<file path="config.mk">
export PLATFORM = sky130hd
export DESIGN_NAME = irsir_codec
export DESIGN_NICKNAME = d
export VERILOG_FILES = /design/src/rtl/irsir_pkg.sv /design/src/rtl/irsir_tx_shaper.sv /design/src/rtl/irsir_rx_runlen.sv /design/src/rtl/irsir_rx_sampler.sv /design/src/rtl/irsir_codec.sv
export SDC_FILE = /design/constraint.sdc
export NUM_CORES = 1
export LEC_CHECK = 0
export BUFFER_PORTS_ARGS = -buffer_cell sky130_fd_sc_hd__clkbuf_2
export CAP_MARGIN = 10
export CORE_AREA = 2 2 39 41
export CTS_CLUSTER_DIAMETER = 50
export DETAILED_ROUTE_END_ITERATION = 10
export DIE_AREA = 0 0 41 43
export PLACE_DENSITY = 0.61
export SYNTH_ARGS = -nofsm -noshare
export SYNTH_HDL_FRONTEND = slang
export SYNTH_SLANG_ARGS = --single-unit
</file>
<file path="constraint.sdc">
create_clock -name clk -period 2.1 [get_ports clk]
set_clock_uncertainty 0.1 [all_clocks]
set_input_delay 0.105 -clock clk [delete_from_list [all_inputs] [get_ports clk]]
set_output_delay 0.105 -clock clk [all_outputs]
set_load 0.01 [all_outputs]
</file>
<file path="src/rtl/irsir_pkg.sv">
package irsir_pkg;
  // Ticks per bit cell is 2**PHASE_W.
  localparam int unsigned PHASE_W = 4;
  typedef logic [PHASE_W-1:0] phase_t;

  function automatic logic maj3(input logic a, input logic b, input logic c);
    return (a & b) | (a & c) | (b & c);
  endfunction
endpackage

</file>
<file path="src/rtl/irsir_tx_shaper.sv">
module irsir_tx_shaper
  import irsir_pkg::*;
#(
  parameter int unsigned PULSE_TICKS = 3
) (
  input  logic   clk,
  input  logic   rst_n,
  input  logic   tick_i,
  input  logic   sir_i,
  input  logic   nrz_i,
  input  phase_t phase_i,
  output logic   line_o
);
  localparam int unsigned CNT_W = $clog2(PULSE_TICKS + 1);

  logic [CNT_W-1:0] left_q;
  logic             cell_start;

  assign cell_start = tick_i && (phase_i == '0);

  // Ticks remaining in the current pulse; cleared whenever SIR mode is off.
  always_ff @(posedge clk or negedge rst_n) begin
    if (!rst_n) begin
      left_q <= '0;
    end else if (!sir_i) begin
      left_q <= '0;
    end else if (tick_i) begin
      if (cell_start && !nrz_i) left_q <= CNT_W'(PULSE_TICKS);
      else if (left_q != '0)    left_q <= left_q - 1'b1;
    end
  end

  assign line_o = sir_i ? (left_q == '0) : nrz_i;

  a_r3_zero_starts_pulse: assert property (@(posedge clk) disable iff (!rst_n)
    (sir_i && cell_start && !nrz_i) |=> (!line_o || !sir_i));

  a_r4_one_leaves_line_high: assert property (@(posedge clk) disable iff (!rst_n)
    (sir_i && cell_start && nrz_i && left_q == '0) |=> (line_o || !sir_i));
endmodule

</file>
<file path="src/rtl/irsir_rx_runlen.sv">
module irsir_rx_runlen #(
  parameter int unsigned SAT   = 2,
  parameter int unsigned RUN_W = $clog2(SAT + 1)
) (
  input  logic             clk,
  input  logic             rst_n,
  input  logic             tick_i,
  input  logic             line_i,
  output logic [RUN_W-1:0] run_o
);
  // Counts consecutive ticks that saw the line high, saturating at SAT.
  always_ff @(posedge clk or negedge rst_n) begin
    if (!rst_n) begin
      run_o <= '0;
    end else if (tick_i) begin
      if (!line_i)                    run_o <= '0;
      else if (run_o != RUN_W'(SAT))  run_o <= run_o + 1'b1;
    end
  end

  a_r7_run_clears_on_low: assert property (@(posedge clk) disable iff (!rst_n)
    (tick_i && !line_i) |=> (run_o == '0));
endmodule

</file>
<file path="src/rtl/irsir_rx_sampler.sv">
module irsir_rx_sampler
  import irsir_pkg::*;
#(
  parameter int unsigned QUAL_TICKS = 2,
  parameter int unsigned RUN_W      = 2,
  parameter int unsigned IR_PH      = 1,
  parameter int unsigned MAJ_PH     = 6
) (
  input  logic             clk,
  input  logic             rst_n,
  input  logic             tick_i,
  input  logic             sir_i,
  input  logic             line_i,
  input  phase_t           phase_i,
  input  logic [RUN_W-1:0] run_i,
  output logic             bit_valid_o,
  output logic             bit_o
);
  localparam int unsigned EARLY_TAPS = 2;

  logic [EARLY_TAPS-1:0] early_q;
  logic                  at_ir;
  logic                  at_vote;
  logic                  qualified;

  assign at_ir     = tick_i && sir_i && (phase_i == phase_t'(IR_PH));
  assign at_vote   = tick_i && !sir_i && (phase_i == phase_t'(MAJ_PH + EARLY_TAPS));
  assign qualified = line_i && (run_i >= RUN_W'(QUAL_TICKS - 1));

  // Early majority taps, one register per tick position before the vote.
  for (genvar g = 0; g < EARLY_TAPS; g++) begin : g_tap
    always_ff @(posedge clk or negedge rst_n) begin
      if (!rst_n) early_q[g] <= 1'b1;
      else if (tick_i && !sir_i && (phase_i == phase_t'(MAJ_PH + g)))
        early_q[g] <= line_i;
    end
  end

  always_ff @(posedge clk or negedge rst_n) begin
    if (!rst_n) begin
      bit_valid_o <= 1'b0;
      bit_o       <= 1'b1;
    end else begin
      bit_valid_o <= at_ir || at_vote;
      if (at_vote)    bit_o <= maj3(early_q[0], early_q[1], line_i);
      else if (at_ir) bit_o <= !qualified;
    end
  end

  a_r9_strobe_follows_tick: assert property (@(posedge clk) disable iff (!rst_n)
    bit_valid_o |-> $past(tick_i));

  a_r8_low_line_reads_one: assert property (@(posedge clk) disable iff (!rst_n)
    (at_ir && !line_i) |=> (bit_valid_o && bit_o));

  a_r7_unqualified_reads_one: assert property (@(posedge clk) disable iff (!rst_n)
    (at_ir && run_i == '0) |=> bit_o);

  a_r5_all_high_votes_one: assert property (@(posedge clk) disable iff (!rst_n)
    (at_vote && line_i && early_q == '1) |=> (bit_valid_o && bit_o));
endmodule

</file>
<file path="src/rtl/irsir_codec.sv">
module irsir_codec
  import irsir_pkg::*;
#(
  parameter int unsigned PULSE_TICKS = 3,
  parameter int unsigned QUAL_TICKS  = 2,
  parameter int unsigned IR_PH       = 1,
  parameter int unsigned MAJ_PH      = 6
) (
  input  logic               clk,
  input  logic               rst_n,
  input  logic               tick16_i,
  input  logic               sir_mode_i,
  input  logic [PHASE_W-1:0] tx_phase_i,
  input  logic               tx_nrz_i,
  output logic               tx_line_o,
  input  logic [PHASE_W-1:0] rx_phase_i,
  input  logic               rx_line_i,
  output logic               rx_bit_valid_o,
  output logic               rx_bit_o
);
  localparam int unsigned RUN_W = $clog2(QUAL_TICKS + 1);

  logic [RUN_W-1:0] run;

  irsir_tx_shaper #(.PULSE_TICKS(PULSE_TICKS)) u_tx (
    .clk     (clk),
    .rst_n   (rst_n),
    .tick_i  (tick16_i),
    .sir_i   (sir_mode_i),
    .nrz_i   (tx_nrz_i),
    .phase_i (tx_phase_i),
    .line_o  (tx_line_o)
  );

  irsir_rx_runlen #(.SAT(QUAL_TICKS), .RUN_W(RUN_W)) u_run (
    .clk    (clk),
    .rst_n  (rst_n),
    .tick_i (tick16_i),
    .line_i (rx_line_i),
    .run_o  (run)
  );

  irsir_rx_sampler #(
    .QUAL_TICKS (QUAL_TICKS),
    .RUN_W      (RUN_W),
    .IR_PH      (IR_PH),
    .MAJ_PH     (MAJ_PH)
  ) u_smp (
    .clk         (clk),
    .rst_n       (rst_n),
    .tick_i      (tick16_i),
    .sir_i       (sir_mode_i),
    .line_i      (rx_line_i),
    .phase_i     (rx_phase_i),
    .run_i       (run),
    .bit_valid_o (rx_bit_valid_o),
    .bit_o       (rx_bit_o)
  );
endmodule

</file>
==> results of run 1 <==
[sequential cells by signal, indices dropped and copies added, names as in the netlist]
signal,flops
u_tx.left_q,2
u_run.run_o,2
u_smp.bit_o,1
u_smp.early_q,2
u_smp.bit_valid_o,1
[what timing repair did]
item / CTS / global route
buffers inserted: 0 / 0
hold endpoints to repair: 8 / 0
hold buffers: 1 / 0
[through the flow]
stage           util  cells  instance area (µm²)
2_1_floorplan      -     50                  513
3_3_place_gp   0.439     81                  608
3_5_place_dp   0.439     81                  608
4_1_cts        0.466     86                  644
5_1_grt        0.466     86                  644
6_report       0.466     86                  644
[report_power, final]
part	internal [mW]	total, mW	leakage (nW)	switching, mW
registers	0.198	0.218	0.0987	0.0194
logic	0.0837	0.156	0.203	0.0722
clock network	0.0726	0.124	0.0150	0.0518
total	0.355	0.498	0.316	0.143
[worst min-delay path, delay by kind of cell]
kind | cells | cell delay [ns]
buffers and inverters | 2 | 0.19
AO/OA/AOI/OAI | 1 | 0.06
[path summary, 6_finish.rpt]
check	slack, ns	cells after the start	endpoint
min in group asynchronous	0.12	2	u_smp.bit_valid_o
max in group asynchronous	1.52	2	u_smp.early_q[1]
hold reg to reg	0.45	1	u_tx.left_q[0]
setup / recovery	0.56	5	u_smp.bit_o
setup reg to reg	0.56	5	u_smp.bit_o
hold / removal	0.05	3	u_run.run_o[0]
[layout make-up]
class / count / area (µm²) / share of cell area
tap: 16 / 20.0 / 0.0311
sequential: 8 / 204 / 0.317
clock buffer: 4 / 26.3 / 0.0408
multi-input combinational: 36 / 285 / 0.443
inverter: 5 / 18.8 / 0.0291
timing repair buffer: 17 / 90.1 / 0.140
[kinds of logic (layout without fill, tap and decap cells)]
group	after synthesis	count (layout)	share of synthesized area
buffers and inverters	6	26	0.0463
multiplexers	5	5	0.124
AO/OA/AOI/OAI	10	10	0.127
AND/OR/NAND/NOR	17	17	0.210
adder cells (fa/ha/maj)	4	4	0.0951
flip-flops	8	8	0.398
[layout by cell type, fill, tap and decap left out, types with 2 or more instances in the layout]
master and n:
sky130_fd_sc_hd__clkbuf_2 16, sky130_fd_sc_hd__nand2_1 2, sky130_fd_sc_hd__clkbuf_4 3, sky130_fd_sc_hd__o21ai_0 2
sky130_fd_sc_hd__mux2_4 2, sky130_fd_sc_hd__ha_1 3, sky130_fd_sc_hd__dfrtp_1 5, sky130_fd_sc_hd__nor4_1 2
sky130_fd_sc_hd__inv_1 5, sky130_fd_sc_hd__mux2_1 2, sky130_fd_sc_hd__and3b_1 2, sky130_fd_sc_hd__a21oi_1 3
sky130_fd_sc_hd__dfstp_2 3
[layer usage]
| metal | vias to the layer above | routed length (µm) | GRT usage |
|---|---|---|---|
| met1 | 191 | 451 | 0.182 |
| li1 | 220 | - | - |
| met2 | 10 | 428 | 0.194 |
| met3 | 0 | 57 | 0.0471 |
| met5 | - | 0 | 0 |
| met4 | 0 | 0 | 0.0600 |
==> metrics.json, run 1 <==
{
  "syn_avg_cell_area": {"value": 10.3, "unit": "µm²"},
  "io_pins": {"value": 17},
  "worst_path_dominant_cell_family": {"value": "multiplexers"},
  "max_transition_margin": {"value": 0.829},
  "drc": {"value": 0},
  "syn_area": {"value": 513, "unit": "µm²"},
  "worstSetupStartpointType": {"value": "flop"},
  "routed_wire_length_per_instance": {"value": 10.9, "unit": "µm"},
  "cts_buffers": {"value": 3},
  "synth_top_area_cell": {"value": "sky130_fd_sc_hd__dfrtp_1"},
  "critical-path-max-stage-delay": {"value": 0.36, "unit": "ns"},
  "cp_data_required_time": {"value": 2.18, "unit": "ns"},
  "synth_top_cell_area_share": {"value": 0.244},
  "worst-slew-pin-transition": {"value": 0.254, "unit": "ns"},
  "sequence_of_cells_on_the_critical_path": {"value": "inv_1 -> ha_1 -> or2b_1 -> mux2_4 -> mux2_4"},
  "buffer_ports.inserted": {"value": 16},
  "cp.arrival": {"value": 1.62, "unit": "ns"},
  "critical_path.slowest_cell": {"value": "sky130_fd_sc_hd__dfrtp_1"},
  "place.detailed.hpwl": {"value": 782, "unit": "µm"},
  "min_period": {"value": 1.54, "unit": "ns"},
  "r2r_start": {"value": "u_run.run_o[0]"},
  "worst_slack": {"value": 0.562, "unit": "ns"},
  "min_path_type": {"value": "input port to flop"},
  "nets": {"value": 88},
  "finalHoldViolCount": {"value": 0},
  "synth-warning-count": {"value": 0},
  "fmax": {"value": 650, "unit": "MHz"},
  "ys_async_sr_fraction": {"value": 1.00},
  "setup_total_negative_slack": {"value": 0, "unit": "ns"},
  "number_of_global_route_vias_before_repair": {"value": 397},
  "post-layout-total-power": {"value": 0.498, "unit": "mW"},
  "synthFlopType": {"value": "sky130_fd_sc_hd__dfrtp_1"},
  "power_per_cell_area": {"value": 773, "unit": "nW/µm²"},
  "tritoncts": {"value": "done"},
  "die_outline_height": {"value": 43, "unit": "µm"},
  "root_driver": {"value": "sky130_fd_sc_hd__clkbuf_4"},
  "edff_count_synth": {"value": 0},
  "worst_skew_pair.late_latency": {"value": 0.24, "unit": "ns"},
  "grt_max_degree": {"value": 12},
  "clock-sinks": {"value": 8},
  "groute.usage.overall": {"value": 0.137},
  "worst_path_most_repeated_cell": {"value": "sky130_fd_sc_hd__mux2_4"},
  "avgViaCountPerCell": {"value": 4.90},
  "crit_share_post_route": {"value": 0.732},
  "core": {"value": 1380, "unit": "µm²"},
  "cts_resized": {"value": 0},
  "global_placer_s_final_weighted_congestion": {"value": 0.680},
  "final_antenna_net_count": {"value": 0},
  "timing_worst_setup_path_type": {"value": "flop to flop"},
  "flow.area_growth_from_synthesis": {"value": 25.6, "unit": "%"},
  "critical_path_peak_fanout": {"value": 3},
  "cts-root-to-sink-buffers": {"value": 2},
  "detailedRoute.firstIterationViolations": {"value": 3},
  "finalSetupViolCount": {"value": 0},
  "total_number_of_vias": {"value": 421},
  "drv_cap": {"value": 0},
  "synth_commonest_cells": {"value": "sky130_fd_sc_hd__dfrtp_1, sky130_fd_sc_hd__inv_1, sky130_fd_sc_hd__a21oi_1, sky130_fd_sc_hd__dfstp_2, sky130_fd_sc_hd__ha_1"},
  "cts.clk_slew.worst_paths": {"value": 0.06, "unit": "ns"},
  "timing.critical_path.buf_inv": {"value": 1},
  "hold_path_startpoint": {"value": "rx_line_i"},
  "cp-startpoint": {"value": "u_run.run_o[0]"},
  "unique_cell_type_count_in_the_yosys_netlist": {"value": 30},
  "p_leak": {"value": 0.316, "unit": "nW"},
  "final.hold.worst_slack": {"value": 0.0467, "unit": "ns"},
  "grt_antenna_before_repair": {"value": 0},
  "syn_inst": {"value": 50},
  "fill_cells": {"value": 128},
  "die-width": {"value": 41, "unit": "µm"},
  "rsz0062_at_grt": {"value": "no"},
  "h-tree-depth": {"value": 1},
  "synth_seq_area_share": {"value": 0.398},
  "post_synth_main_area_contributors": {"value": "sky130_fd_sc_hd__dfrtp_1, sky130_fd_sc_hd__dfstp_2, sky130_fd_sc_hd__ha_1"},
  "postSynthNetCount": {"value": 67},
  "drt-pass1-iter-count": {"value": 4},
  "gr-total-overflow": {"value": 0},
  "crit_path_end_kind": {"value": "flop"},
  "yosys_register_bits": {"value": 8},
  "vdd.ir_drop.worst": {"value": 0.000425, "unit": "V"},
  "result_of_the_run": {"value": "completed"},
  "report.final.slew_viol_count": {"value": 0},
  "fp-row-count": {"value": 14},
  "final_layout_size_suffix_gt1_frac": {"value": 0.386},
  "wire_length_of_the_first_global_routing_pass": {"value": 1610, "unit": "µm"},
  "dpl_worst_slack": {"value": 0.567, "unit": "ns"},
  "diode_count": {"value": 0},
  "fp.dieArea": {"value": 1760, "unit": "µm²"},
  "wirelength": {"value": 937, "unit": "µm"},
  "initial_core_util": {"value": 0.371}
}
Power figures use the tool's default switching activity.
==> inputs of run 2 (changes only) <==
==> constraint.sdc (replaced) <==
create_clock -name clk -period 1.55 [get_ports clk]
set_clock_uncertainty 0.1 [all_clocks]
set_input_delay 0.0775 -clock clk [delete_from_list [all_inputs] [get_ports clk]]
set_output_delay 0.0775 -clock clk [all_outputs]
set_load 0.01 [all_outputs]
==> run 2 against run 1 <==
Non-clock buffer count grew 1. Critical path type unchanged. Sequential share of layout area shrank 0.48 points. Largest cell class unchanged. Power grew 39%. Sequential power grew 36%. Via count grew 1.9%. Register-to-register slack lost 0.51 ns. Clock power grew 37%. First-iteration DRC count grew 130%. Core utilization grew 0.72 points. Combinational power grew 44%. Flip-flop and latch count is the same.
==> metrics.json, run 2 (same netlist as run 1, synthesis figures left out) <==
{
  "root_driver": {"value": "sky130_fd_sc_hd__clkbuf_4"},
  "fill_cells": {"value": 127, "change": "-0.78%"},
  "power.net_switching": {"value": 0.200, "unit": "mW", "change": "+39%"},
  "cts.clk_slew.worst_paths": {"value": 0.06, "unit": "ns", "change": "about the same"},
  "fp-row-count": {"value": 14, "change": "unchanged"},
  "clock_network_power_share": {"value": 0.246, "change": "-0.004"},
  "post-place-cells": {"value": 81, "change": "unchanged"},
  "hold_path_startpoint": {"value": "rx_line_i"},
  "final_common_cell": {"value": "sky130_fd_sc_hd__clkbuf_2"},
  "report.final.slew_viol_count": {"value": 0, "change": "unchanged"},
  "groute.usage.overall": {"value": 0.137, "change": "unchanged"},
  "timing.reg2reg.setup_slack": {"value": 0.05, "unit": "ns", "change": "-0.51 ns"},
  "share_comb_of_total_power": {"value": 0.325, "change": "+0.012"},
  "finalHoldViolCount": {"value": 0, "change": "unchanged"},
  "core": {"value": 1380, "unit": "µm²", "change": "unchanged"},
  "result_of_the_run": {"value": "completed"},
  "die_outline_height": {"value": 43, "unit": "µm", "change": "unchanged"},
  "post-layout-total-power": {"value": 0.691, "unit": "mW", "change": "+39%"},
  "switching_share_of_total_power": {"value": 0.289, "change": "+0.000720"},
  "grt_antenna_before_repair": {"value": 0, "change": "unchanged"},
  "clock-sinks": {"value": 8, "change": "unchanged"},
  "detailedRoute.firstIterationViolations": {"value": 7, "change": "+4"},
  "h-tree-depth": {"value": 1, "change": "unchanged"},
  "min_path_type": {"value": "input port to flop"},
  "crit_path_end_kind": {"value": "flop"},
  "fp.dieArea": {"value": 1760, "unit": "µm²", "change": "unchanged"},
  "worst-slew-pin-transition": {"value": 0.254, "unit": "ns", "change": "unchanged"},
  "p_leak": {"value": 0.319, "unit": "nW", "change": "+0.93%"},
  "routed_wire_length_per_instance": {"value": 10.9, "unit": "µm", "change": "about the same"},
  "cp-startpoint": {"value": "u_run.run_o[0]"},
  "io_pins": {"value": 17, "change": "unchanged"},
  "cts-root-to-sink-buffers": {"value": 2, "change": "unchanged"},
  "power_per_cell_area": {"value": 1060, "unit": "nW/µm²", "change": "+37%"},
  "intPower": {"value": 0.492, "unit": "mW", "change": "+39%"},
  "die-width": {"value": 41, "unit": "µm", "change": "unchanged"},
  "crit_share_post_route": {"value": 0.967, "change": "+0.235"},
  "drc": {"value": 0, "change": "unchanged"},
  "initial_core_util": {"value": 0.371, "change": "unchanged"},
  "final_antenna_net_count": {"value": 0, "change": "unchanged"},
  "layout.cells.most_common_list": {"value": "sky130_fd_sc_hd__clkbuf_2, sky130_fd_sc_hd__dfrtp_1, sky130_fd_sc_hd__inv_1"},
  "drv_cap": {"value": 0, "change": "unchanged"},
  "avgViaCountPerCell": {"value": 4.93, "change": "+0.73%"},
  "finalSetupViolCount": {"value": 0, "change": "unchanged"},
  "nets": {"value": 89, "change": "+1.1%"},
  "cts_buffers": {"value": 3, "change": "unchanged"},
  "place.detailed.hpwl": {"value": 782, "unit": "µm", "change": "unchanged"},
  "final-seq-area": {"value": 204, "unit": "µm²", "change": "unchanged"},
  "post_layout_nonfiller_instances": {"value": 87, "change": "+1.2%"},
  "buffer_ports.inserted": {"value": 16, "change": "unchanged"},
  "drt-pass1-iter-count": {"value": 4, "change": "unchanged"},
  "power.share.sequential": {"value": 0.428, "change": "-0.009"},
  "worstSetupStartpointType": {"value": "flop"},
  "wire_length_of_the_first_global_routing_pass": {"value": 1610, "unit": "µm", "change": "unchanged"},
  "hold_depth": {"value": 3, "change": "unchanged"},
  "largestRegisters": {"value": "u_run.run_o x2, u_smp.early_q x2, u_tx.left_q x2"},
  "cp_data_required_time": {"value": 1.63, "unit": "ns", "change": "-0.55 ns"},
  "worst_skew_pair.late_latency": {"value": 0.25, "unit": "ns", "change": "about the same"},
  "diode_count": {"value": 0, "change": "unchanged"},
  "final.hold.worst_slack": {"value": 0.0155, "unit": "ns", "change": "-0.0311 ns"},
  "total_number_of_vias": {"value": 429, "change": "+1.9%"},
  "critical_path_peak_fanout": {"value": 3, "change": "unchanged"},
  "number_of_global_route_vias_before_repair": {"value": 397, "change": "unchanged"},
  "r2r-end": {"value": "u_smp.bit_o"},
  "max_transition_margin": {"value": 0.829, "change": "unchanged"},
  "min_period": {"value": 1.50, "unit": "ns", "change": "-0.0391 ns"},
  "final_layout_size_suffix_gt1_frac": {"value": 0.423, "change": "+0.0368"},
  "cp.arrival": {"value": 1.58, "unit": "ns", "change": "-0.04 ns"},
  "global_placer_s_final_weighted_congestion": {"value": 0.680, "change": "about the same"},
  "fmax": {"value": 667, "unit": "MHz", "change": "+2.6%"},
  "timing_worst_setup_path_type": {"value": "flop to flop"},
  "setup_total_negative_slack": {"value": 0, "unit": "ns", "change": "unchanged"},
  "destination_of_the_critical_timing_path": {"value": "u_smp.bit_o"},
  "r2r_start": {"value": "u_run.run_o[0]"},
  "tritoncts": {"value": "done"},
  "gr-total-overflow": {"value": 0, "change": "unchanged"},
  "worst-r2r-cell-count": {"value": 5, "change": "unchanged"},
  "multi_input_area": {"value": 288, "unit": "µm²", "change": "+0.88%"},
  "vdd.ir_drop.worst": {"value": 0.000555, "unit": "V", "change": "+31%"},
  "flow.area_growth_from_synthesis": {"value": 27.6, "unit": "%"},
  "wirelength": {"value": 947, "unit": "µm", "change": "+1.1%"},
  "grt_max_degree": {"value": 12, "change": "unchanged"}
}
## run 2: cell types whose count changed in the layout (fill, tap and decap cells not counted)
cell                    delta
sky130_fd_sc_hd__buf_4     +1
sky130_fd_sc_hd__ha_2      +1
sky130_fd_sc_hd__inv_2     +1
sky130_fd_sc_hd__ha_1      -1
sky130_fd_sc_hd__inv_1     -1
## run 2: power groups by stage
stage / registers, mW / clock network [mW] / logic [mW]
after floorplan: 0.298 / 0 / 0.139
after CTS: 0.295 / 0.180 / 0.216
after global placement: 0.294 / 0 / 0.203
final: 0.296 / 0.170 / 0.225
after global routing: 0.302 / 0.194 / 0.255
after detailed placement: 0.298 / 0 / 0.214
## run 2: worst max-delay path, cell delays in order (launching register included)
cell,delay (ns)
sky130_fd_sc_hd__dfrtp_1,0.38
sky130_fd_sc_hd__inv_2,0.06
sky130_fd_sc_hd__ha_2,0.17
sky130_fd_sc_hd__or2b_1,0.21
sky130_fd_sc_hd__mux2_4,0.26
sky130_fd_sc_hd__mux2_4,0.26
## run 2: stage by stage
stage / util / setup slack (ns) / area, µm²
4_1_cts: 0.466 / 0.0113 / 644
5_1_grt: 0.473 / -0.00678 / 654
6_report: 0.473 / 0.0512 / 654
3_3_place_gp: 0.439 / 0.0707 / 608
3_5_place_dp: 0.439 / 0.0172 / 608
2_1_floorplan: - / 0.0889 / 513
## run 2: what timing repair did
| action | CTS | global route |
|---|---|---|
| hold buffers | 1 | 0 |
| endpoints found under the setup margin | 0 | 1 |
| resized for setup | 0 | 2 |
| setup buffers | 0 | 1 |
| hold endpoints to repair | 8 | 0 |
## run 2: worst min path at each step
| stage | end | slack [ns] |
|---|---|---|
| after floorplan | u_run.run_o[0] | -0.32 |
| after global placement | u_tx.left_q[1] | -0.16 |
| after detailed placement | u_smp.bit_valid_o | -0.16 |
| after CTS | u_run.run_o[0] | 0.01 |
| after global routing | u_run.run_o[0] | 0.03 |
| final | u_run.run_o[0] | 0.02 |
## run 2: cell type report
| class | instances | share of cell area |
|---|---|---|
| clock buffer | 4 | 0.0402 |
| sequential | 8 | 0.312 |
| inverter | 5 | 0.0287 |
| tap | 16 | 0.0306 |
| multi-input combinational | 36 | 0.440 |
| timing repair buffer | 18 | 0.149 |
## run 2: per-layer routing
metal / GRT usage / vias up / wire [µm]
met5: 0 / - / 0
li1: - / 222 / -
met1: 0.182 / 197 / 446
met2: 0.194 / 10 / 443
met4: 0.0600 / 0 / 0
met3: 0.0471 / 0 / 57
==> inputs of run 3 (changes only) <==
--- a/config.mk
+++ b/config.mk
@@ -11,7 +11,6 @@
 export CTS_CLUSTER_DIAMETER = 50
 export DETAILED_ROUTE_END_ITERATION = 10
 export DIE_AREA = 0 0 41 43
-export PLACE_DENSITY = 0.61
 export SYNTH_ARGS = -nofsm -noshare
 export SYNTH_HDL_FRONTEND = slang
 export SYNTH_SLANG_ARGS = --single-unit
==> run 3 against run 2 <==
Routed wire length rose by 2.6%. Global-route usage is essentially flat. Non-clock buffer count stayed put. Hold slack gained 0.0092 ns. Fmax is 1.3% higher. Combinational power about the same. Critical path type unchanged. Largest cell class unchanged. Highest routed layer is now met4.
==> metrics.json, run 3 (same netlist as run 1, synthesis figures left out) <==
{
  "worst-slew-pin-transition": {"value": 0.259, "unit": "ns", "change": "+0.00532 ns"},
  "buffer_ports.inserted": {"value": 16, "change": "unchanged"},
  "grt_busiest_layer": {"value": "met2"},
  "timing_worst_setup_path_type": {"value": "flop to flop"},
  "die-width": {"value": 41, "unit": "µm", "change": "unchanged"},
  "h-tree-depth": {"value": 1, "change": "unchanged"},
  "worstSetupStartpointType": {"value": "flop"},
  "wire_length_of_the_first_global_routing_pass": {"value": 1580, "unit": "µm", "change": "-2.1%"},
  "switching_share_of_total_power": {"value": 0.292, "change": "+0.00331"},
  "final_antenna_net_count": {"value": 0, "change": "unchanged"},
  "intPower": {"value": 0.492, "unit": "mW", "change": "about the same"},
  "cp_data_required_time": {"value": 1.63, "unit": "ns", "change": "about the same"},
  "avgViaCountPerCell": {"value": 5.06, "change": "+2.6%"},
  "post-place-cells": {"value": 81, "change": "unchanged"},
  "cts_buffers": {"value": 3, "change": "unchanged"},
  "grt_antenna_before_repair": {"value": 0, "change": "unchanged"},
  "critical-path-max-stage-delay": {"value": 0.37, "unit": "ns", "change": "about the same"},
  "worst_skew_pair.late_latency": {"value": 0.25, "unit": "ns", "change": "about the same"},
  "p_leak": {"value": 0.320, "unit": "nW", "change": "+0.17%"},
  "routed_wire_length_per_instance": {"value": 11.2, "unit": "µm", "change": "+2.6%"},
  "drt-pass1-iter-count": {"value": 4, "change": "unchanged"},
  "io_pins": {"value": 17, "change": "unchanged"},
  "fp-row-count": {"value": 14, "change": "unchanged"},
  "number_of_global_route_vias_before_repair": {"value": 402, "change": "+1.3%"},
  "die_outline_height": {"value": 43, "unit": "µm", "change": "unchanged"},
  "multi_input_area": {"value": 288, "unit": "µm²", "change": "unchanged"},
  "hold_path_startpoint": {"value": "rx_line_i"},
  "report.final.slew_viol_count": {"value": 0, "change": "unchanged"},
  "largestRegisters": {"value": "u_run.run_o x2, u_smp.early_q x2, u_tx.left_q x2"},
  "min_path_type": {"value": "input port to flop"},
  "setup_total_negative_slack": {"value": 0, "unit": "ns", "change": "unchanged"},
  "final-seq-area": {"value": 204, "unit": "µm²", "change": "unchanged"},
  "finalSetupViolCount": {"value": 0, "change": "unchanged"},
  "diode_count": {"value": 0, "change": "unchanged"},
  "fill_cells": {"value": 127, "change": "unchanged"},
  "cts-root-to-sink-buffers": {"value": 2, "change": "unchanged"},
  "r2r_start": {"value": "u_run.run_o[0]"},
  "grt_util_met1": {"value": 0.158, "change": "-0.0244"},
  "rsz0062_at_grt": {"value": "no"},
  "cp.arrival": {"value": 1.56, "unit": "ns", "change": "-0.02 ns"},
  "worst_path_most_repeated_cell": {"value": "sky130_fd_sc_hd__mux2_4"},
  "critical_path_peak_fanout": {"value": 3, "change": "unchanged"},
  "vdd.ir_drop.worst": {"value": 0.000569, "unit": "V", "change": "+2.5%"},
  "place.detailed.hpwl": {"value": 727, "unit": "µm", "change": "-7.1%"},
  "stdcell_area": {"value": 654, "unit": "µm²", "change": "unchanged"},
  "final_common_cell": {"value": "sky130_fd_sc_hd__clkbuf_2"},
  "fmax": {"value": 676, "unit": "MHz", "change": "+1.3%"},
  "power.share.sequential": {"value": 0.425, "change": "-0.003"},
  "placed_area": {"value": 608, "unit": "µm²", "change": "unchanged"},
  "global_routing_met2_resource_utilization": {"value": 0.216, "change": "+0.0219"},
  "clock_network_power_share": {"value": 0.249, "change": "+0.003"},
  "drc": {"value": 0, "change": "unchanged"},
  "share_comb_of_total_power": {"value": 0.326, "change": "about the same"},
  "crit_path_end_kind": {"value": "flop"},
  "cp-startpoint": {"value": "u_run.run_o[0]"},
  "post_layout_nonfiller_instances": {"value": 87, "change": "unchanged"},
  "initial_core_util": {"value": 0.371, "change": "unchanged"},
  "wirelength": {"value": 972, "unit": "µm", "change": "+2.6%"},
  "tritoncts": {"value": "done"},
  "clock-sinks": {"value": 8, "change": "unchanged"},
  "power_per_cell_area": {"value": 1060, "unit": "nW/µm²", "change": "+0.56%"},
  "core": {"value": 1380, "unit": "µm²", "change": "unchanged"},
  "total_number_of_vias": {"value": 440, "change": "+2.6%"},
  "detailedRoute.firstIterationViolations": {"value": 6, "change": "-1"},
  "max_transition_margin": {"value": 0.826, "change": "-0.00358"},
  "nets": {"value": 89, "change": "unchanged"},
  "sequence_of_cells_on_the_critical_path": {"value": "inv_2 -> ha_2 -> or2b_1 -> mux2_4 -> mux2_4"},
  "critical_path.slowest_cell": {"value": "sky130_fd_sc_hd__dfrtp_1"},
  "result_of_the_run": {"value": "completed"},
  "power.net_switching": {"value": 0.203, "unit": "mW", "change": "+1.7%"},
  "drv_cap": {"value": 0, "change": "unchanged"},
  "layout.cells.most_common_list": {"value": "sky130_fd_sc_hd__clkbuf_2, sky130_fd_sc_hd__dfrtp_1, sky130_fd_sc_hd__inv_1"},
  "gr-usage-met3": {"value": 0.0314, "change": "-0.0157"},
  "flow.area_growth_from_synthesis": {"value": 27.6, "unit": "%", "change": "unchanged"},
  "crit_share_post_route": {"value": 0.954, "change": "-0.0127"},
  "global_placer_s_final_weighted_congestion": {"value": 0.652, "change": "-4.1%"},
  "finalHoldViolCount": {"value": 0, "change": "unchanged"},
  "cts.clk_slew.worst_paths": {"value": 0.06, "unit": "ns", "change": "about the same"},
  "final_layout_size_suffix_gt1_frac": {"value": 0.423, "change": "unchanged"},
  "fp.dieArea": {"value": 1760, "unit": "µm²", "change": "unchanged"},
  "gr-total-overflow": {"value": 0, "change": "unchanged"},
  "min_period": {"value": 1.48, "unit": "ns", "change": "-0.0197 ns"},
  "grt_max_degree": {"value": 12, "change": "unchanged"},
  "groute.usage.overall": {"value": 0.136, "change": "-0.000461"},
  "root_driver": {"value": "sky130_fd_sc_hd__clkbuf_4"}
}
## run 3: cell counts in the layout (fill, tap and decap cells not counted)
Identical to the previous run, type by type.
## run 3: what timing repair did
item / 4_1_cts / 5_1_grt
setup buffers: 0 / 1
hold endpoints to repair: 8 / 0
resized for setup: 0 / 2
endpoints found under the setup margin: 0 / 1
hold buffers: 1 / 0
## run 3: power groups by stage
stage | sequential, mW | clock (mW) | combinational, mW
3_3_place_gp | 0.296 | 0 | 0.202
4_1_cts | 0.294 | 0.179 | 0.214
3_5_place_dp | 0.297 | 0 | 0.209
6_report | 0.295 | 0.173 | 0.227
2_1_floorplan | 0.298 | 0 | 0.139
5_1_grt | 0.302 | 0.187 | 0.258
## run 3: final timing paths
path / to / slack (ns) / depth (start not counted)
worst min register to register: u_tx.left_q[0] / 0.45 / 1
worst max-delay path: u_smp.bit_o / 0.07 / 5
worst min-delay path: u_run.run_o[0] / 0.02 / 3
max in group asynchronous: u_smp.early_q[1] / 1.01 / 2
worst max register to register: u_smp.bit_o / 0.07 / 5
min in group asynchronous: u_smp.bit_valid_o / 0.10 / 2
## run 3: through the flow
stage / worst slack [ns] / power (mW) / util / hold slack [ns]
final: 0.0709 / 0.695 / 0.473 / 0.0247
after global routing: 0.00917 / 0.747 / 0.473 / 0.0415
after CTS: 0.0283 / 0.687 / 0.466 / 0.0147
after detailed placement: 0.0476 / 0.506 / 0.439 / -0.168
after global placement: 0.0697 / 0.497 / 0.439 / -0.163
after floorplan: 0.0889 / 0.437 / - / -0.318
## run 3: layer usage
metal	vias to the layer above	part of all wire	wire (µm)
li1	225	-	-
met1	195	0.47	454
met2	18	0.44	429
met3	2	0.083	81
met4	0	0.0072	7
met5	-	0	0
## run 3: cell type report
| cell class | instances | share of cell area |
|---|---|---|
| Clock buffer | 4 | 0.0402 |
| Inverter | 5 | 0.0287 |
| Multi-Input combinational cell | 36 | 0.440 |
| Sequential cell | 8 | 0.312 |
| Tap cell | 16 | 0.0306 |
| Timing Repair Buffer | 18 | 0.149 |
## run 3: critical path, delay by kind of cell (launching register included)
kind                       cells  cell delay, ns
and+or+nand+nor                1            0.21
DFF                            1            0.37
buffers and inverters          1            0.06
adders and majority gates      1            0.17
muxes                          2            0.50
